==> src/rtl/ep_dma_pkg.sv <==
package ep_dma_pkg;
  typedef enum logic [1:0] {
    ST_IDLE  = 2'd0,
    ST_RUN   = 2'd1,
    ST_DRAIN = 2'd2
  } dma_state_e;

  localparam int unsigned CAUSE_EOB = 0;
  localparam int unsigned CAUSE_EOT = 1;
  localparam int unsigned N_CAUSE   = 2;
endpackage

==> src/rtl/ep_dma_wbuf.sv <==
module ep_dma_wbuf #(
  parameter int unsigned ADDR_W = 16,
  parameter int unsigned DATA_W = 8
) (
  input  logic              clk,
  input  logic              rst_n,
  input  logic              load,
  input  logic [ADDR_W-1:0] ld_addr,
  input  logic [DATA_W-1:0] ld_data,
  input  logic              mem_ready,
  output logic              mem_valid,
  output logic [ADDR_W-1:0] mem_addr,
  output logic [DATA_W-1:0] mem_data,
  output logic              slot_free,
  output logic              wr_done
);
  assign wr_done   = mem_valid && mem_ready;
  assign slot_free = !mem_valid || mem_ready;

  always_ff @(posedge clk or negedge rst_n) begin
    if (!rst_n) begin
      mem_valid <= 1'b0;
      mem_addr  <= '0;
      mem_data  <= '0;
    end else if (load) begin
      mem_valid <= 1'b1;
      mem_addr  <= ld_addr;
      mem_data  <= ld_data;
    end else if (mem_ready) begin
      mem_valid <= 1'b0;
    end
  end
endmodule

==> src/rtl/ep_dma_irq.sv <==
module ep_dma_irq #(
  parameter int unsigned N = 2
) (
  input  logic         clk,
  input  logic         rst_n,
  input  logic [N-1:0] set,
  input  logic [N-1:0] en,
  input  logic [N-1:0] clr,
  output logic [N-1:0] flag
);
  for (genvar i = 0; i < N; i++) begin : g_cause
    always_ff @(posedge clk or negedge rst_n) begin
      if (!rst_n)                flag[i] <= 1'b0;
      else if (set[i] && en[i])  flag[i] <= 1'b1;
      else if (clr[i])           flag[i] <= 1'b0;
    end
  end
endmodule

==> src/rtl/ep_dma_ctrl.sv <==
module ep_dma_ctrl
  import ep_dma_pkg::*;
#(
  parameter int unsigned LEN_W  = 16,
  parameter int unsigned PKT_W  = 11,
  parameter int unsigned ADDR_W = 16
) (
  input  logic              clk,
  input  logic              rst_n,
  input  logic              chan_en,
  input  logic              eot_en,
  input  logic [LEN_W-1:0]  buf_len,
  input  logic [ADDR_W-1:0] base_addr,
  input  logic [PKT_W-1:0]  max_pkt,
  input  logic              bank_rdy,
  input  logic [PKT_W-1:0]  pkt_len,
  input  logic              slot_free,
  input  logic              wb_full,
  input  logic              wr_done,
  output logic              pop,
  output logic              release_bank,
  output logic [ADDR_W-1:0] wr_addr,
  output logic [LEN_W-1:0]  rem,
  output logic              busy,
  output logic              stop_eob,
  output logic              stop_eot
);
  dma_state_e       st_q;
  logic             chan_q;
  logic [LEN_W-1:0] rem_q;
  logic [ADDR_W-1:0] addr_q;
  logic [PKT_W-1:0] ofs_q;
  logic             pend_eob_q, pend_eot_q;

  logic             start, running, zlp, last_byte, is_short, pop_eot, rem_last, exit_drain;
  logic [PKT_W:0]   ofs_inc;

  always_comb begin
    start      = (st_q == ST_IDLE) && chan_en && !chan_q;
    running    = (st_q == ST_RUN) && chan_en && bank_rdy;
    ofs_inc    = {1'b0, ofs_q} + 1'b1;
    last_byte  = (ofs_inc == {1'b0, pkt_len});
    is_short   = (pkt_len < max_pkt);
    zlp        = running && (pkt_len == '0);
    pop        = running && (pkt_len != '0) && slot_free;
    pop_eot    = pop && last_byte && is_short && eot_en;
    rem_last   = (rem_q == LEN_W'(1));
    release_bank = zlp || (pop && last_byte);
    exit_drain = !wb_full || wr_done;
    stop_eob   = (start && (buf_len == '0)) ||
                 ((st_q == ST_DRAIN) && exit_drain && pend_eob_q);
    stop_eot   = (st_q == ST_DRAIN) && exit_drain && pend_eot_q;
  end

  assign wr_addr = addr_q;
  assign rem     = rem_q;
  assign busy    = (st_q != ST_IDLE);

  always_ff @(posedge clk or negedge rst_n) begin
    if (!rst_n) begin
      st_q       <= ST_IDLE;
      chan_q     <= 1'b0;
      rem_q      <= '0;
      addr_q     <= '0;
      ofs_q      <= '0;
      pend_eob_q <= 1'b0;
      pend_eot_q <= 1'b0;
    end else begin
      chan_q <= chan_en;
      unique case (st_q)
        ST_IDLE: begin
          if (start) begin
            rem_q  <= buf_len;
            addr_q <= base_addr;
            if (buf_len != '0) st_q <= ST_RUN;
          end
        end
        ST_RUN: begin
          if (!chan_en) begin
            st_q       <= ST_DRAIN;
            pend_eob_q <= 1'b0;
            pend_eot_q <= 1'b0;
          end else if (zlp && eot_en) begin
            st_q       <= ST_DRAIN;
            pend_eob_q <= 1'b0;
            pend_eot_q <= 1'b1;
          end else if (pop && (rem_last || pop_eot)) begin
            st_q       <= ST_DRAIN;
            pend_eob_q <= rem_last;
            pend_eot_q <= pop_eot;
          end
        end
        ST_DRAIN: begin
          if (exit_drain) st_q <= ST_IDLE;
        end
        default: st_q <= ST_IDLE;
      endcase
      if (pop) begin
        rem_q  <= rem_q - 1'b1;
        addr_q <= addr_q + 1'b1;
      end
      if (release_bank)  ofs_q <= '0;
      else if (pop)      ofs_q <= ofs_q + 1'b1;
    end
  end
endmodule

==> src/rtl/ep_dma_chan.sv <==
module ep_dma_chan
  import ep_dma_pkg::*;
#(
  parameter int unsigned LEN_W  = 16,
  parameter int unsigned PKT_W  = 11,
  parameter int unsigned ADDR_W = 16,
  parameter int unsigned DATA_W = 8
) (
  input  logic              clk,
  input  logic              rst_n,
  input  logic              chan_en,
  input  logic              eot_en,
  input  logic              eob_irq_en,
  input  logic              eot_irq_en,
  input  logic [LEN_W-1:0]  buf_len,
  input  logic [ADDR_W-1:0] base_addr,
  input  logic [PKT_W-1:0]  max_pkt,
  input  logic              clr_eob,
  input  logic              clr_eot,
  input  logic              ep_bank_rdy,
  input  logic [PKT_W-1:0]  ep_pkt_len,
  input  logic [DATA_W-1:0] ep_data,
  output logic              ep_pop,
  output logic              ep_release,
  output logic              mem_valid,
  input  logic              mem_ready,
  output logic [ADDR_W-1:0] mem_addr,
  output logic [DATA_W-1:0] mem_data,
  output logic [LEN_W-1:0]  remaining,
  output logic              busy,
  output logic              irq_eob,
  output logic              irq_eot
);
  logic              slot_free, wr_done, stop_eob, stop_eot;
  logic [ADDR_W-1:0] wr_addr;
  logic [N_CAUSE-1:0] c_set, c_en, c_clr, c_flag;

  ep_dma_ctrl #(.LEN_W(LEN_W), .PKT_W(PKT_W), .ADDR_W(ADDR_W)) ctrl_i (
    .clk(clk), .rst_n(rst_n), .chan_en(chan_en), .eot_en(eot_en),
    .buf_len(buf_len), .base_addr(base_addr), .max_pkt(max_pkt),
    .bank_rdy(ep_bank_rdy), .pkt_len(ep_pkt_len),
    .slot_free(slot_free), .wb_full(mem_valid), .wr_done(wr_done),
    .pop(ep_pop), .release_bank(ep_release), .wr_addr(wr_addr),
    .rem(remaining), .busy(busy), .stop_eob(stop_eob), .stop_eot(stop_eot)
  );

  ep_dma_wbuf #(.ADDR_W(ADDR_W), .DATA_W(DATA_W)) wbuf_i (
    .clk(clk), .rst_n(rst_n), .load(ep_pop), .ld_addr(wr_addr), .ld_data(ep_data),
    .mem_ready(mem_ready), .mem_valid(mem_valid), .mem_addr(mem_addr),
    .mem_data(mem_data), .slot_free(slot_free), .wr_done(wr_done)
  );

  always_comb begin
    c_set = '0; c_en = '0; c_clr = '0;
    c_set[CAUSE_EOB] = stop_eob;   c_set[CAUSE_EOT] = stop_eot;
    c_en[CAUSE_EOB]  = eob_irq_en; c_en[CAUSE_EOT]  = eot_irq_en;
    c_clr[CAUSE_EOB] = clr_eob;    c_clr[CAUSE_EOT] = clr_eot;
  end

  ep_dma_irq #(.N(N_CAUSE)) irq_i (
    .clk(clk), .rst_n(rst_n), .set(c_set), .en(c_en), .clr(c_clr), .flag(c_flag)
  );

  assign irq_eob = c_flag[CAUSE_EOB];
  assign irq_eot = c_flag[CAUSE_EOT];
endmodule

==> config.mk <==
export PLATFORM = sky130hd
export DESIGN_NAME = ep_dma_chan
export DESIGN_NICKNAME = d
export VERILOG_FILES = /design/src/rtl/ep_dma_pkg.sv /design/src/rtl/ep_dma_wbuf.sv /design/src/rtl/ep_dma_irq.sv /design/src/rtl/ep_dma_ctrl.sv /design/src/rtl/ep_dma_chan.sv
export SDC_FILE = /design/constraint.sdc
export NUM_CORES = 1
export LEC_CHECK = 0
export ABC_AREA = 1
export BUFFER_PORTS_ARGS = -buffer_cell sky130_fd_sc_hd__buf_2
export CORE_MARGIN = 2
export CORE_UTILIZATION = 31
export CTS_BUF_LIST = sky130_fd_sc_hd__clkbuf_2 sky130_fd_sc_hd__clkbuf_4 sky130_fd_sc_hd__clkbuf_8
export DETAILED_ROUTE_END_ITERATION = 10
export GPL_ROUTABILITY_DRIVEN = 0
export PLACE_DENSITY = 0.64
export SYNTH_ARGS = -nofsm -noshare
export SYNTH_HDL_FRONTEND = slang
export SYNTH_SLANG_ARGS = --single-unit
==> constraint.sdc <==
create_clock -name clk -period 2.21 [get_ports clk]
set_clock_uncertainty 0.05 [all_clocks]
set_input_delay 0.442 -clock clk [delete_from_list [all_inputs] [get_ports clk]]
set_output_delay 0.442 -clock clk [all_outputs]
set_load 0.02 [all_outputs]
After elaboration in Yosys (flattened, before gate mapping)
Index checks and enable logic that the tools add are counted.
{ "word_totals": {"reg_bits": 75, "in_bits": 72, "out_inout_bits": 46, "wordCells": 94} }
{ "classes": {"n_addsub": 4, "n_lt_le_gt_ge": 1, "n_eq_ne": 9, "n_mux": 27, "reduce_logical": 41} }
{ "op_table": {"columns": ["operator", "n"], "rows": [
  ["$mux 16", 6],
  ["$mux 11", 2],
  ["$logic_and 1x1->1", 19],
  ["$add 16x1->16 const B", 1],
  ["$eq 16x1->1 const B", 1],
  ["$logic_not 16->1", 1],
  ["$reduce_bool 16->1", 1],
  ["$sub 16x1->16 const B", 1],
  ["$reduce_bool 2->1", 7],
  ["$add 11x1->12 const B", 1],
  ["$eq 12x11->1", 1],
  ["$mux 1", 12],
  ["$mux 2", 6],
  ["$add 11x1->11 const B", 1],
  ["$logic_not 11->1", 1],
  ["$lt 11x11->1", 1],
  ["$reduce_bool 11->1", 1],
  ["$pmux 2 s3", 1],
  ["$logic_or 1x1->1", 5],
  ["$ne 2x1->1 const B", 2],
  ["$ne 4x4->1 const B", 1],
  ["$reduce_and 2->1", 2],
  ["$reduce_and 4->1", 1],
  ["$ne 3x1->1 const B", 1],
  ["5 further kinds", 6]
]} }

Depth between registers and ports, before layout
Gate-level depths: netlist of the first run.
{ "logic_depth": {"word_depth": 14, "mapped_depth": 18} }

Cells and area by module
A second synthesis of the first run with hierarchy kept.
{ "hier_totals": {"hier_cells": 640, "hier_area_um2": 4620.7} }
{ "modules_own_cells": {"columns": ["mod", "instances", "cells_each", "area_each_um2"], "rows": [
  ["ep_dma_ctrl", 1, 522, 3527.1],
  ["ep_dma_wbuf", 1, 108, 1013.5],
  ["ep_dma_irq", 1, 10, 80.1]
]} }

Least setup slack after synthesis of the first run
Ideal clock, no wire load.
{ "synth_path": {"path_kind": "register to output", "from": "register ctrl_i.ofs_q[0]", "to": "output port ep_release", "t_arrival_ns": 1.688, "required_time_ns": 1.718, "slack_ns": 0.030, "stages_incl_launch_ff": 11, "path_buffers": 1, "path_cell_list": "dfrtp_1 ha_1 nand3_1 nor2_4 nand3_2 xor2_1 nand2_1 nand2_1 nand3_1 nand2_1 buf_2"} }
{ "synth_via": {"elab_chain_len": 4} }
{ "synth_lines": {"columns": ["element", "line", "rtl"], "rows": [
  ["start: declaration", "ep_dma_ctrl.sv:32", "logic [PKT_W-1:0] ofs_q;"],
  ["start signal: assignment", "ep_dma_ctrl.sv:103", "else if (pop) ofs_q <= ofs_q + 1'b1;"],
  ["$add 11x1->12", "ep_dma_ctrl.sv:41", "ofs_inc = {1'b0, ofs_q} + 1'b1;"],
  ["$eq 12x11->1", "ep_dma_ctrl.sv:42", "last_byte = (ofs_inc == {1'b0, pkt_len});"],
  ["$logic_and 1x1->1", "ep_dma_ctrl.sv:48", "release_bank = zlp || (pop && last_byte);"],
  ["$logic_or 1x1->1", "ep_dma_ctrl.sv:48", null],
  ["end: declaration", "ep_dma_chan.sv:24", "output logic ep_release,"]
]} }
Every way passes these cells.

Final worst setup path of the first run
Same ends and word-level chain as after synthesis.

==> out/results.ini, run 1 <==
[run_status]
status = finished with violations
violations = setup timing

[route]
wl_per_cell_um = 13.66
first_iter_violations = 298
wl_um = 12660
drc_errors = 0
ant_nets = 0
via_per_inst = 4.798
drt_pass1_iterations = 5
num_vias = 4448

[global_routing]
antenna_found_initial = 0
grt_pass1_wl_um = 20000
grt_max_degree = 54
grt_usage_pct = 16.79
grt_overflow = 0
grt_pass1_vias = 4228

[critical_path]
cp_max_fo = 5
required_ps = 1720
rrSetupSlack_ps = 160
start_kind = flop
crit_arrival_ps = 1980
path_class = reg -> out
end_kind = primary output

[pwr]
ir_worst_vdd_uv = 315.1
total_power_w = 0.005327
powerDensity_nw_per_um2 = 907.9
p_leak_nw = 2.942

[clock_tree]
clkLatencyLatePin_ps = 360
clockRootBuffer = clkbuf_8
clk_pin_slew_ps = 80
cts.sinks = 75
cts-htree-levels = 3
clk_path_buf_depth = 2
numCtsBuffers = 9
cts_tree = done

[synth]
synth-edff-count = 0
dominantRegCellSynth = dfrtp_1
ys_ff_latch = 75
synth_nets = 679
synthArstFlopShare_pct = 100.0
netlist_instances = 593
synth_top_family_by_area = simple AND/OR/NAND/NOR gates
synth_top_cell_area_share_pct = 42.02
synth_adder_area_share_pct = 3.922
synth.area.top_cells = dfrtp_1 (42%), nand2_1 (13%), inv_1 (6.6%), nand3_1 (4.6%), ha_1 (3.9%)
synth_warnings = 0
synth_compound_area_share_pct = 13.78
synth_common_cells = nand2_1 (155), inv_1 (79), dfrtp_1 (75)
synth-seq-area-share_pct = 42.02
synthXorXnorAreaFrac_pct = 2.549
synth.distinct_cells = 41
synth_most_common_cell = nand2_1
syn_area_per_cell_um2 = 7.533
synth_top_cell_by_area = dfrtp_1
synth_mux_area_share_pct = 0
yosys.area_share.simple_pct = 28.94
syn_area_um2 = 4467

[final_layout]
syn_to_final_growth_pct = 31.37
stdcell_area_um2 = 5868
fin_cells = 927
n_antenna_cell = 0
final_nets = 828
final_layout_size_suffix_gt1_share_pct = 29.85
fillers = 1460

[sta]
rsz0062_at_grt = true
worst_pin_slew_ps = 407.9
hold_viol = 0
fin_crit_sh_pct = 112.0
fin_setup_tns_ps = -265.9
relSlewSlack_pct = 72.55
setup_viol = 1
fmax_mhz = 403.9
fin_ws_ps = -265.9
maxSlewViolCount = 0
fin_crit_ps = 2476

[floorplan]
dieArea_um2 = 15380
coreArea_um2 = 13990
std_cell_rows = 43
die_h_um = 124.0
die_x_um = 124.0
initial_core_util_pct = 31.93
ios = 118

[job]
maxCapViolations = 0

[placement]
dp_slack_ps = 4.409
dpl_cell_area_um2 = 5434
io_buffers = 117
hpwl_um = 9641
dp_cells = 899

[hold_path]
min_path_type = in -> reg

[stage by stage]
stage	hold slack (ps)	util (%)
after floorplan	96.41	-
after global placement	232.9	38.85
after detailed placement	232.2	38.85
after CTS	201.3	40.52
after global routing	202.2	41.95
final	211.1	41.95
[sequential cells by signal (all words and copies together) (netlist names)]
signal             cells
ctrl_i.st_q            2
wbuf_i.mem_data        8
ctrl_i.pend_eob_q      1
ctrl_i.pend_eot_q      1
ctrl_i.rem            16
ctrl_i.ofs_q          11
wbuf_i.mem_valid       1
ctrl_i.wr_addr        16
ctrl_i.chan_q          1
irq_i.flag             2
wbuf_i.mem_addr       16
[worst paths after layout]
path	start	endpoint	cells past startpoint
setup / recovery	ctrl_i.ofs_q[0]	ep_release	12
hold / removal	clr_eot	irq_i.flag[1]	2
setup reg to reg	ctrl_i.st_q[1]	ctrl_i.rem[12]	12
hold reg to reg	ctrl_i.pend_eob_q	ctrl_i.pend_eob_q	2
max in group asynchronous	rst_n	ctrl_i.ofs_q[8]	3
min in group asynchronous	rst_n	ctrl_i.wr_addr[3]	2
[final cells by class]
class / count / area [um2] / area share [%]
Clock inverter: 4 / 25.02 / 0.4264
Multi-Input combinational cell: 417 / 2320 / 39.53
Tap cell: 180 / 225.2 / 3.838
Clock buffer: 12 / 158.9 / 2.708
Inverter: 81 / 307.8 / 5.245
Timing Repair Buffer: 158 / 947.2 / 16.14
Sequential cell: 75 / 1884 / 32.11
[report_power, final]
group / total (W) / internal (W) / switching, W
Clock: 0.00100 / 0.000478 / 0.000522
Combinational: 0.00215 / 0.000845 / 0.00131
Sequential: 0.00218 / 0.00181 / 0.000365
Total: 0.00533 / 0.00313 / 0.00219
[cells in the final DEF, fill, tap and decap left out, types with 4 or more instances in the layout]
master      n
buf_6       5
o21ai_0    35
nor3_1     13
buf_2     114
o211ai_1   10
xor2_1     10
nand4_1    10
dfrtp_2     6
inv_1      77
o221ai_1    6
ha_1       13
buf_4      36
nand2_1   141
clkbuf_8   11
nand3_1    37
nor4_1      6
nand2_2    18
nand3_2     4
dfrtp_1    69
nor2_1     42
a21oi_1    23
a211oi_1    4
a31oi_1     7
[worst max-delay path, stage by stage (launching register included)]
cell and delay, ps:
dfrtp_1 420, ha_4 190, nand3_4 90, nor2_4 160, nand2_2 90, nand2_2 70, nand2_1 50, nand2_1 60
nand3_2 70, nor2_2 140, nand3_2 80, nand2_2 90, buf_6 120
[layer usage]
metal  global-route usage, %  part of all wire, %  vias up
li1                        -                    -     2262
met1                   20.84                   43     2032
met2                   27.78                   47      133
met3                   4.441                  7.5       21
met4                   6.671                  2.5        0
met5                       0                    0        -
[kinds of logic after synthesis]
logic type,after synthesis
AOI/OAI and AO/OA,101
adders and majority gates,14
xor gates and xnor gates,13
and+or+nand+nor,289
buffers and inverters,101
DFF,75
[what timing repair did]
item / 4_1_cts / 5_1_grt
hold endpoints to repair: 8 / 0
pin swaps: 3 / 24
gates resized for setup: 9 / 36
hold buffers: 1 / 0
buffers inserted: 0 / 11
setup endpoints to repair: 2 / 4
Power figures use the tool's default switching activity.
==> run 2: changes to the inputs <==
--- a/config.mk
+++ b/config.mk
@@ -10,6 +10,7 @@
 export CORE_MARGIN = 2
 export CORE_UTILIZATION = 31
 export CTS_BUF_LIST = sky130_fd_sc_hd__clkbuf_2 sky130_fd_sc_hd__clkbuf_4 sky130_fd_sc_hd__clkbuf_8
+export CTS_CLUSTER_SIZE = 30
 export DETAILED_ROUTE_END_ITERATION = 10
 export GPL_ROUTABILITY_DRIVEN = 0
 export PLACE_DENSITY = 0.64
==> constraint.sdc (replaced) <==
create_clock -name clk -period 2.21 [get_ports clk]
set_clock_uncertainty 0.05 [all_clocks]
set_input_delay 0.1105 -clock clk [delete_from_list [all_inputs] [get_ports clk]]
set_output_delay 0.1105 -clock clk [all_outputs]
set_load 0.02 [all_outputs]
==> out/results.ini, run 2 (synthesized netlist as in run 1, its figures left out) <==
[critical_path]
cp_max_fo = 4  ; -1
end_kind = primary output
crit_path_end = ep_release
slowest_stage = dfrtp_1
required_ps = 2050  ; +330 ps
cp_slowest_stage_delay_ps = 380  ; -40 ps
worstReg2RegStart = ctrl_i.ofs_q[1]
crit_arrival_ps = 1950  ; -30 ps
r2r_cells = 14  ; +2
start_kind = flop
path_class = reg -> out
critical_path_depth = 10  ; -2
rrSetupSlack_ps = 170  ; about the same
cp_cell_sequence = inv_1 -> nand2_1 -> nor3b_2 -> nand3_2 -> nor2_1 -> nand2_2 -> nor2_4 -> nand3_2 -> nand2_2 -> buf_6
startpoint = ctrl_i.st_q[1]
path_delay_family = simple AND/OR/NAND/NOR gates
r2r-end = ctrl_i.ofs_q[5]
path_buf_inv = 2  ; +1

[global_routing]
grt_pass1_wl_um = 20650  ; +3.2%
antenna_found_initial = 0  ; unchanged
grt_usage_pct = 17.15  ; +0.36 points
grt_pass1_vias = 4426  ; +4.7%
grt_overflow = 0  ; unchanged
grt_max_degree = 44  ; -19%

[sta]
fin_crit_sh_pct = 95.52  ; -17 points
maxSlewViolCount = 0  ; unchanged
worst_pin_slew_ps = 507.8  ; +99.81 ps
fin_crit_ps = 2111  ; -365.0 ps
fin_setup_tns_ps = 0  ; +265.9 ps
fin_ws_ps = 99.06  ; +365.0 ps
relSlewSlack_pct = 66.15  ; -6.4 points
setup_viol = 0  ; -1
hold_viol = 0  ; unchanged
fmax_mhz = 473.7  ; +17%
rsz0062_at_grt = true

[job]
maxCapViolations = 0  ; unchanged

[route]
wl_per_cell_um = 13.68  ; +0.15%
drt_pass1_iterations = 4  ; -1
wl_um = 12910  ; +2.0%
via_per_inst = 4.818  ; +0.41%
first_iter_violations = 286  ; -4.0%
num_vias = 4548  ; +2.2%
ant_nets = 0  ; unchanged
drc_errors = 0  ; unchanged

[clock_tree]
clk_path_buf_depth = 2  ; unchanged
cts.sinks = 75  ; unchanged
cts-htree-levels = 3  ; unchanged
clkLatencyLatePin_ps = 350  ; about the same
cts_tree = done
clk_pin_slew_ps = 80  ; about the same
clockRootBuffer = clkbuf_8
numCtsBuffers = 9  ; unchanged

[floorplan]
die_x_um = 124.0  ; unchanged
die_h_um = 124.0  ; unchanged
std_cell_rows = 43  ; unchanged
coreArea_um2 = 13990  ; unchanged
initial_core_util_pct = 31.93  ; unchanged
ios = 118  ; unchanged
dieArea_um2 = 15380  ; unchanged

[final_layout]
final_cell_mix = nand2_1 (148), buf_2 (115), inv_1 (77)
final_layout_size_suffix_gt1_share_pct = 25.65  ; -4.2 points
layout_commonest_cell = nand2_1
fin_util_pct = 43.10  ; +1.2 points
syn_to_final_growth_pct = 34.99
n_antenna_cell = 0  ; unchanged
final_nets = 845  ; +2.1%

[pwr]
p_leak_nw = 3.005  ; +2.2%
powerDensity_nw_per_um2 = 878.0  ; -3.3%
ir_worst_vdd_uv = 289.6  ; -8.1%

[placement]
dp_slack_ps = 147.4  ; +143.0 ps
io_buffers = 117  ; unchanged
hpwl_um = 9474  ; -1.7%

[hold_path]
min_path_type = in -> reg

[run_status]
status = finished clean

==> run 2: cell types whose count changed in the layout (fill, tap and decap cells not counted), sizes merged <==
cell | before | now
inv | 80 | 84
clkbuf | 12 | 9
buf | 157 | 140
dlygate4sd3 | 1 | 35
clkinvlp | 3 | 1
clkinv | 2 | 3
==> run 2: what timing repair did <==
item | in CTS | in global routing
buffers inserted | 2 | 7
hold buffers | 35 | 0
pin swaps | 3 | 12
endpoints found under the hold margin | 70 | 0
setup endpoints to repair | 1 | 4
resized for setup | 7 | 24
==> run 2: area by class of cell <==
type	instances	area, um2
fill	1446	7959
clock inverter	7	56.30
tap	180	225.2
multi-input combinational	417	2288
clock buffer	9	123.9
timing repair buffer	175	1150
sequential	75	1882
inverter	81	304.0
==> run 2: metrics by stage <==
| step | hold slack [ps] | total power, W | cell area [um2] | std cells |
|---|---|---|---|---|
| after detailed placement | 64.19 | 0.004141 | 5321 | 884 |
| after global routing | 11.10 | 0.005735 | 6030 | 944 |
| after global placement | 67.09 | 0.004102 | 5321 | 884 |
| final | 7.068 | 0.005294 | 6030 | 944 |
| after CTS | 4.030 | 0.005238 | 5896 | 937 |
| after floorplan | -235.1 | 0.003417 | 4467 | 593 |
==> run 2: where the power goes <==
group	internal, W	switching (W)	total (W)	leakage (nW)
combinational	0.000830	0.00130	0.00213	1.98
sequential	0.00181	0.000376	0.00219	0.932
clock	0.000423	0.000558	0.000981	0.0910
total	0.00306	0.00223	0.00529	3.01
==> run 2: per-layer routing <==
layer | GRT usage, % | vias up | wire (um)
met5 | 0 | - | 0
met4 | 5.337 | 0 | 227
met3 | 4.304 | 17 | 734
met2 | 30.05 | 129 | 6333
met1 | 20.65 | 2110 | 5614
li1 | - | 2292 | -
==> run 2: tightest hold or removal path, delay by kind of cell <==
kind / cells / cell delay [ps]
AO/OA/AOI/OAI: 1 / 100
buffers and inverters: 1 / 100
AND/OR/NAND/NOR: 1 / 50
==> run 2: worst min-delay path by stage <==
stage | endpoint | from | cells after the start
after floorplan | ctrl_i.chan_q | rst_n | 0
after global placement | wbuf_i.mem_addr[6] | rst_n | 1
after detailed placement | wbuf_i.mem_addr[7] | rst_n | 1
after CTS | ctrl_i.rem[4] | buf_len[4] | 3
after global routing | ctrl_i.wr_addr[13] | base_addr[13] | 3
final | ctrl_i.rem[13] | buf_len[13] | 3
==> run 3: changes to the inputs <==
--- a/config.mk
+++ b/config.mk
@@ -10,10 +10,9 @@
 export CORE_MARGIN = 2
 export CORE_UTILIZATION = 31
 export CTS_BUF_LIST = sky130_fd_sc_hd__clkbuf_2 sky130_fd_sc_hd__clkbuf_4 sky130_fd_sc_hd__clkbuf_8
-export CTS_CLUSTER_SIZE = 30
 export DETAILED_ROUTE_END_ITERATION = 10
 export GPL_ROUTABILITY_DRIVEN = 0
-export PLACE_DENSITY = 0.64
+export GPL_TIMING_DRIVEN = 0
 export SYNTH_ARGS = -nofsm -noshare
 export SYNTH_HDL_FRONTEND = slang
 export SYNTH_SLANG_ARGS = --single-unit
==> out/results.ini, run 3 (synthesized netlist as in run 1, its figures left out) <==
[placement]
hpwl_um = 10090  ; +6.5%
dp_slack_ps = -188.0  ; -335.4 ps
io_buffers = 117  ; unchanged
dp_cells = 891  ; +0.79%

[sta]
fin_crit_sh_pct = 99.79  ; +4.3 points
fin_ws_ps = 4.597  ; -94.46 ps
relSlewSlack_pct = 56.24  ; -9.9 points
fin_crit_ps = 2205  ; +94.46 ps
whs_ps = -3.214  ; -10.28 ps
rsz0062_at_grt = true
hold_viol = 1  ; +1
fin_setup_tns_ps = 0  ; unchanged
setup_viol = 0  ; unchanged
maxSlewViolCount = 0  ; unchanged
worst_pin_slew_ps = 650.4  ; +142.6 ps
fmax_mhz = 453.4  ; -4.3%

[route]
first_iter_violations = 281  ; -1.7%
wl_um = 13880  ; +7.5%
ant_nets = 0  ; unchanged
via_per_inst = 4.847  ; +0.61%
num_vias = 4634  ; +1.9%
drt_pass1_iterations = 4  ; unchanged
wl_per_cell_um = 14.51  ; +6.1%
drc_errors = 0  ; unchanged

[global_routing]
antenna_found_initial = 1  ; +1
grt_overflow = 0  ; unchanged
grt_max_degree = 50  ; +14%
grt_usage_pct = 17.97  ; +0.82 points
grt_pass1_wl_um = 21360  ; +3.4%
grt_pass1_vias = 4270  ; -3.5%

[pwr]
p_leak_nw = 3.040  ; +1.2%
powerDensity_nw_per_um2 = 885.8  ; +0.90%
total_power_w = 0.005407  ; +2.1%
ir_worst_vdd_uv = 299.7  ; +3.5%

[final_layout]
final_cell_mix = nand2_1 (147), buf_2 (121), inv_1 (79)
fillers = 1485  ; +2.7%
final_layout_size_suffix_gt1_share_pct = 25.52  ; -0.14 points
layout_commonest_cell = nand2_1
fin_cells = 956  ; +1.3%
n_antenna_cell = 0  ; unchanged
final_nets = 857  ; +1.4%
syn_to_final_growth_pct = 36.64

[critical_path]
r2r-end = ctrl_i.pend_eot_q
end_kind = primary output
start_kind = flop
cp_max_fo = 4  ; unchanged
crit_arrival_ps = 2040  ; +90 ps
required_ps = 2050  ; about the same
rrSetupSlack_ps = 60  ; -110 ps
r2r_cells = 15  ; +1
worstReg2RegStart = ctrl_i.ofs_q[1]
path_class = reg -> out

[clock_tree]
cts.sinks = 75  ; unchanged
cts_tree = done
clkLatencyLatePin_ps = 350  ; about the same
clk_pin_slew_ps = 80  ; about the same
clk_path_buf_depth = 2  ; unchanged
numCtsBuffers = 9  ; unchanged
clockRootBuffer = clkbuf_8
cts-htree-levels = 3  ; unchanged

[floorplan]
dieArea_um2 = 15380  ; unchanged
die_x_um = 124.0  ; unchanged
die_h_um = 124.0  ; unchanged
coreArea_um2 = 13990  ; unchanged
std_cell_rows = 43  ; unchanged
initial_core_util_pct = 31.93  ; unchanged
ios = 118  ; unchanged

[run_status]
violations = hold timing
status = finished with violations

[job]
maxCapViolations = 0  ; unchanged

[hold_path]
hold_depth = 3  ; unchanged
min_path_type = in -> reg
hold_start = base_addr[12]
hold_path_end = ctrl_i.wr_addr[12]

run 3: cell types whose count changed in the layout (fill, tap and decap cells not counted), sizes merged:
| cell | delta |
|---|---|
| inv | -4 |
| dlygate4sd3 | -1 |
| bufinv | +1 |
| clkbuf | +9 |
| buf | +5 |
| clkinv | -1 |
| clkinvlp | +3 |
run 3: through the flow:
stage | instance area [um2] | utilization [%]
floorplan | 4467 | -
finish | 6103 | 43.63
detailed placement | 5308 | 37.94
global route | 6103 | 43.63
CTS | 5949 | 42.53
global placement | 5278 | 37.73
run 3: layout make-up:
class                   count  area, um2  share of cell area [%]
clock buffers              10      131.4                   2.153
well taps                 180      225.2                   3.690
clock inverters             6      66.31                   1.087
flip-flops and latches     75       1878                   30.77
repair buffers            168       1092                   17.90
inverters                  81      307.8                   5.043
plain buffers              19      97.59                   1.599
multi-input cells         417       2305                   37.76
run 3: how the worst max path moves through the flow:
stage / end / start
5_1_grt: ctrl_i.pend_eot_q / ctrl_i.ofs_q[1]
3_3_place_gp: ep_release / ctrl_i.ofs_q[0]
4_1_cts: ep_release / ctrl_i.ofs_q[1]
6_report: ep_release / ctrl_i.ofs_q[0]
2_1_floorplan: ctrl_i.ofs_q[3] / ctrl_i.ofs_q[0]
3_5_place_dp: ep_release / ctrl_i.ofs_q[0]
run 3: worst max-delay path, stage by stage, from the launching register on:
cell and delay, ps:
dfrtp_2 440, buf_4 160, nand3_1 160, nand2_1 120, nand2_2 90, nand2_1 50
nand2_1 50, nand2_1 50, inv_1 50, nand2_1 50, nor2_2 130, nand3_1 100
nand2_2 120, buf_6 130
run 3: timing repair:
action | 4_1_cts | 5_1_grt
endpoints found under the setup margin | 30 | 31
endpoints found under the hold margin | 63 | 0
gates resized for setup | 16 | 24
buffers inserted | 5 | 11
hold buffers | 34 | 0
pin swaps | 3 | 17
run 3: layer usage:
metal	vias to the layer above	track usage, %	routed length (um)
met1	2169	23.36	6154
met5	-	0	13
met4	2	4.424	118
met2	124	31.35	6816
met3	14	2.701	773
li1	2325	-	-
run 3: power by group:
group	total, W	internal [W]	leakage [nW]	switching (W)
sequential	0.00215	0.00181	0.937	0.000342
combinational	0.00218	0.000824	2.01	0.00135
clock	0.00108	0.000534	0.0919	0.000545
